===== src/rtl/radix4_mul_pkg.sv =====
package radix4_mul_pkg;
  // recoded digit: nz=nonzero, dbl=magnitude 2, neg=negative
  typedef struct packed {
    logic neg;
    logic dbl;
    logic nz;
  } r4_digit_t;

  typedef enum logic {
    ST_IDLE = 1'b0,
    ST_RUN  = 1'b1
  } r4_state_e;
endpackage


===== src/rtl/r4_recode.sv =====
module r4_recode
  import radix4_mul_pkg::*;
(
  input  logic [2:0] grp_i,
  output r4_digit_t  dig_o
);
  always_comb begin
    unique case (grp_i)
      3'b000, 3'b111: dig_o = '{neg: 1'b0, dbl: 1'b0, nz: 1'b0};
      3'b001, 3'b010: dig_o = '{neg: 1'b0, dbl: 1'b0, nz: 1'b1};
      3'b011:         dig_o = '{neg: 1'b0, dbl: 1'b1, nz: 1'b1};
      3'b100:         dig_o = '{neg: 1'b1, dbl: 1'b1, nz: 1'b1};
      default:        dig_o = '{neg: 1'b1, dbl: 1'b0, nz: 1'b1};
    endcase
  end
endmodule


===== src/rtl/r4_pp_sel.sv =====
module r4_pp_sel
  import radix4_mul_pkg::*;
#(
  parameter int N = 16,
  localparam int W = N + 2
) (
  input  logic [N-1:0] mcand_i,
  input  r4_digit_t    dig_i,
  output logic [W-1:0] pp_o,
  output logic         cin_o
);
  logic [W-1:0] mag;

  always_comb begin
    if (!dig_i.nz)      mag = '0;
    else if (dig_i.dbl) mag = {mcand_i[N-1], mcand_i, 1'b0};
    else                mag = {{2{mcand_i[N-1]}}, mcand_i};
    // negate as invert plus carry-in into the accumulator adder
    pp_o  = dig_i.neg ? ~mag : mag;
    cin_o = dig_i.neg & dig_i.nz;
  end
endmodule


===== src/rtl/r4_ctrl.sv =====
module r4_ctrl
  import radix4_mul_pkg::*;
#(
  parameter int STEPS = 8,
  localparam int CW = $clog2(STEPS + 1)
) (
  input  logic clk_i,
  input  logic rst_ni,
  input  logic start_i,
  output logic load_o,
  output logic step_o,
  output logic busy_o,
  output logic done_o
);
  r4_state_e     state_q, state_d;
  logic [CW-1:0] cnt_q;
  logic          last;

  assign last   = (cnt_q == CW'(STEPS - 1));
  assign busy_o = (state_q == ST_RUN);
  assign load_o = (state_q == ST_IDLE) && start_i;
  assign step_o = busy_o;

  always_comb begin
    state_d = state_q;
    if (load_o)              state_d = ST_RUN;
    else if (busy_o && last) state_d = ST_IDLE;
  end

  always_ff @(posedge clk_i or negedge rst_ni) begin
    if (!rst_ni) begin
      state_q <= ST_IDLE;
      cnt_q   <= '0;
      done_o  <= 1'b0;
    end else begin
      state_q <= state_d;
      done_o  <= busy_o && last;
      if (load_o)      cnt_q <= '0;
      else if (busy_o) cnt_q <= cnt_q + 1'b1;
    end
  end
endmodule


===== src/rtl/radix4_mul.sv =====
module radix4_mul
  import radix4_mul_pkg::*;
#(
  parameter int N = 16
) (
  input  logic           clk_i,
  input  logic           rst_ni,
  input  logic           start_i,
  input  logic [N-1:0]   mcand_i,
  input  logic [N-1:0]   mplier_i,
  output logic           busy_o,
  output logic           done_o,
  output logic [2*N-1:0] prod_o
);
  localparam int W     = N + 2;
  localparam int STEPS = N / 2;

  logic [W-1:0] acc_q;
  logic [N-1:0] mq_q, mc_q;
  logic         qm1_q;
  logic         load, step;
  r4_digit_t    dig;
  logic [W-1:0] pp, sum;
  logic         cin;

  r4_ctrl #(.STEPS(STEPS)) u_ctrl (
    .clk_i  (clk_i),
    .rst_ni (rst_ni),
    .start_i(start_i),
    .load_o (load),
    .step_o (step),
    .busy_o (busy_o),
    .done_o (done_o)
  );

  r4_recode u_rec (
    .grp_i({mq_q[1:0], qm1_q}),
    .dig_o(dig)
  );

  r4_pp_sel #(.N(N)) u_sel (
    .mcand_i(mc_q),
    .dig_i  (dig),
    .pp_o   (pp),
    .cin_o  (cin)
  );

  assign sum = acc_q + pp + {{(W-1){1'b0}}, cin};

  always_ff @(posedge clk_i or negedge rst_ni) begin
    if (!rst_ni) begin
      acc_q <= '0;
      mq_q  <= '0;
      mc_q  <= '0;
      qm1_q <= 1'b0;
    end else if (load) begin
      acc_q <= '0;
      mq_q  <= mplier_i;
      mc_q  <= mcand_i;
      qm1_q <= 1'b0;
    end else if (step) begin
      // arithmetic shift of {acc, mq} by two places
      acc_q <= {{2{sum[W-1]}}, sum[W-1:2]};
      mq_q  <= {sum[1:0], mq_q[N-1:2]};
      qm1_q <= mq_q[1];
    end
  end

  assign prod_o = {acc_q[N-1:0], mq_q};
endmodule


===== config.mk =====
export PLATFORM = sky130hd
export DESIGN_NAME = radix4_mul
export DESIGN_NICKNAME = d
export VERILOG_FILES = /design/src/rtl/radix4_mul_pkg.sv /design/src/rtl/r4_recode.sv /design/src/rtl/r4_pp_sel.sv /design/src/rtl/r4_ctrl.sv /design/src/rtl/radix4_mul.sv
export SDC_FILE = /design/constraint.sdc
export NUM_CORES = 1
export LEC_CHECK = 0
export BUFFER_PORTS_ARGS = -buffer_cell sky130_fd_sc_hd__buf_2
export CAP_MARGIN = 20
export CORE_MARGIN = 5
export CORE_UTILIZATION = 30
export DETAILED_ROUTE_END_ITERATION = 10
export SLEW_MARGIN = 20
export SYNTH_ARGS = -nofsm -noshare
export SYNTH_HDL_FRONTEND = slang
export SYNTH_SLANG_ARGS = --single-unit

===== constraint.sdc =====
create_clock -name clk_i -period 4.1 [get_ports clk_i]
set_input_delay 0.615 -clock clk_i [delete_from_list [all_inputs] [get_ports clk_i]]
set_output_delay 0.615 -clock clk_i [all_outputs]
set_load 0.005 [all_outputs]

==> summary.md <==
| Metric | Value |
|---|---|
| Status | finished, final reports clean |
| Nets@finish | 490 |
| Cell Area, Synth | 0.00348 sq mm |
| GPL Wtd Cong | 0.848 |
| Critical path launch point type | register |
| Clock skew | 8.59 ps |
| Cells after Synth | 373 |
| Synth top cells by count | dfrtp_1 (55), o21ai_0 (47), nand2_1 (41) |
| Post-synth EDFFs | 0 |
| Via-to-Cell Ratio | 5.12 |
| # port buffers | 68 |
| Tcrit/Tclk final | 81.6% |
| H-tree level count | 2 |
| Finished Layout Cells | 580 |
| Initial Util | 30.6% |
| Asr flop ratio synth | 100% |
| Fin Setup TNS | 0 ps |
| Part of the Yosys area used for sequential elements | 39.6% |
| CTS resizes | 0 |
| Share of cells above drive strength 1 | 23.8% |
| Storage cell area | 0.00138 sq mm |
| N_diodes | 0 |
| Yosys top cell by area | dfrtp_1 |
| Max-Cap Viols | 0 |
| Clock Path Buffers | 2 |
| Filler cells | 1180 |
| Cts hold-fix bufs | 0 |
| Core region area | 0.0114 sq mm |
| Tmin final | 3350 ps |
| Top FF cell, synth | dfrtp_1 |
| Fin. Hold Viols | 0 |
| Die Height | 118 um |
| Post-CTS repair timing setup buffer count | 0 |
| Syn Area/Cell | 9.33 sq um |
| Wire per inst | 14.9 um |
| First-pass GRT wire length | 14500 um |
| Clock slew at reported path FFs | 70 ps |
| CP Max Fanout | 19 |
| CP required | 4280 ps |
| Antenna viol nets, final | 0 |
| Top-count cell post-synth | dfrtp_1 |
| Clock root cell | clkbuf_16 |
| RSZ-0062 raised after global routing | no |
| Largest net degree at the start of global routing | 44 |
| Site Rows | 39 |
| Area contributors post-synth | dfrtp_1 (40%), o21ai_0 (6.8%), ha_1 (6.1%) |
| Total Wirelength | 8630 um |
| Post-layout util | 36.5% |
| Critical Path AT | 3530 ps |
| Vias | 2972 |
| CTS Buf Count | 5 |
| Worst Setup End Kind | register |
| Ys Warns | 0 |
| Sink Count | 55 |
| Layout area overhead | 19.4% |
| Starting DRT DRC Count | 203 |
| Total gr overflow | 0 |
| Hold Path Class | in2async |
| Die area | 0.0138 sq mm |
| Area of the multi-input gates | 0.00198 sq mm |
| # setup viols final | 0 |
| Number of synthesized register bits | 55 |
| Worst slew pin tran | 599 ps |
| Netlist cell types | 51 |
| Number of remaining DRC errors | 0 |
| CTS tree | built |
| Top cell type's share of synthesized area | 39.6% |
| Die width | 118 um |
| Slew margin rel. | 60.0% |
| Vias in the first global route | 2935 |
| GR Util All Layers | 12.3% |
| Fmax | 299 MHz |
| Post-DP HPWL | 6560 um |
| Syn Nets | 427 |
| Placed Instances | 572 |
| Pre-antenna DRT Iters | 5 |
| WS Path Type | reg2reg |
| IO Pins | 69 |
| Max Slew Vio Count | 0 |
| Clock Latency Late Sink | 290 ps |
| Initial antenna violation count | 0 |
-- cell usage in the layout, fill, tap and decap left out, types with 3 or more instances in the layout --
master / synthesis / routed
mux2i_1: 16 / 16
nand2_1: 41 / 41
mux2_2: 16 / 16
buf_4: 0 / 7
o21ai_0: 47 / 47
or3_1: 4 / 4
o31ai_1: 5 / 5
a32o_1: 4 / 4
nor2b_1: 4 / 4
o21a_1: 4 / 4
nor3_1: 6 / 6
a31oi_1: 3 / 3
a22oi_1: 14 / 14
dfrtp_1: 55 / 55
nand2b_1: 4 / 4
clkbuf_16: 0 / 5
a21oi_1: 15 / 15
nor2_1: 20 / 20
buf_2: 4 / 68
ha_1: 17 / 17
inv_1: 11 / 11
o21ai_1: 4 / 4
xor2_1: 19 / 19
nand3_1: 8 / 8
-- area by class of cell --
cell class / count / share of cell area, %
inverters: 11 / 0.995
multi-input cells: 288 / 47.8
clock buffers: 6 / 3.35
well taps: 143 / 4.31
flip-flops and latches: 55 / 33.2
repair buffers: 75 / 9.46
clock inverters: 2 / 0.934
-- cell families after synthesis --
logic type	share of synthesized area [%]
xor+xnor	5.29
mux	9.78
buf+inv	3.38
compound gates	21.8
fa+ha+maj	7.27
flops	39.6
simple gates	12.9
-- routing by layer --
layer  part of all wire, %  track usage [%]  up-vias
met4                  0.74             2.87        0
met2                    46             19.1       95
met1                    47             17.3     1384
li1                      -                -     1488
met5                     0                0        -
met3                   6.4             3.08        5
-- worst paths after layout --
kind,from,endpoint,slack (ps),depth (start not counted)
max in group asynchronous,rst_ni,mc_q[4]$_DFFE_PN0P_,2960,2
max reg2reg,mq_q[1]$_DFFE_PN0P_,acc_q[14]$_DFFE_PN0P_,750,11
min in group clk_i,mq_q[15]$_DFFE_PN0P_,mq_q[13]$_DFFE_PN0P_,510,2
min,rst_ni,u_ctrl.cnt_q[2]$_DFFE_PN0P_,310,1
max,mq_q[1]$_DFFE_PN0P_,acc_q[14]$_DFFE_PN0P_,750,11
min reg2reg,mq_q[15]$_DFFE_PN0P_,mq_q[13]$_DFFE_PN0P_,510,2
-- critical path, cell delays in order (launching register included) --
cell and delay [ps]:
dfrtp_1 460, buf_4 320, nand2_1 310, o21ai_0 300
inv_1 90, fa_1 400, nand2b_1 200, a21oi_2 230
o21ai_1 120, a2111oi_1 410, o21ai_0 130, a32o_1 260
-- state kept, by name, summed over array words and instances (netlist names) --
name,cells
u_ctrl.cnt_q,4
u_ctrl.done_o,1
mq_q,16
qm1_q,1
mc_q,16
acc_q,16
u_ctrl.busy_o,1
-- per-stage QoR --
step / hold WS, ps / setup WS (ps) / cell area (sq um)
global route: 382 / 348 / 4150
floorplan: 319 / 978 / 3480
finish: 314 / 753 / 4150
global placement: 484 / 887 / 3970
CTS: 350 / 739 / 4150
detailed placement: 487 / 774 / 3970
Power is not shown: default switching activity piles up to over one toggle a cycle in this logic, so the estimate is an artifact.
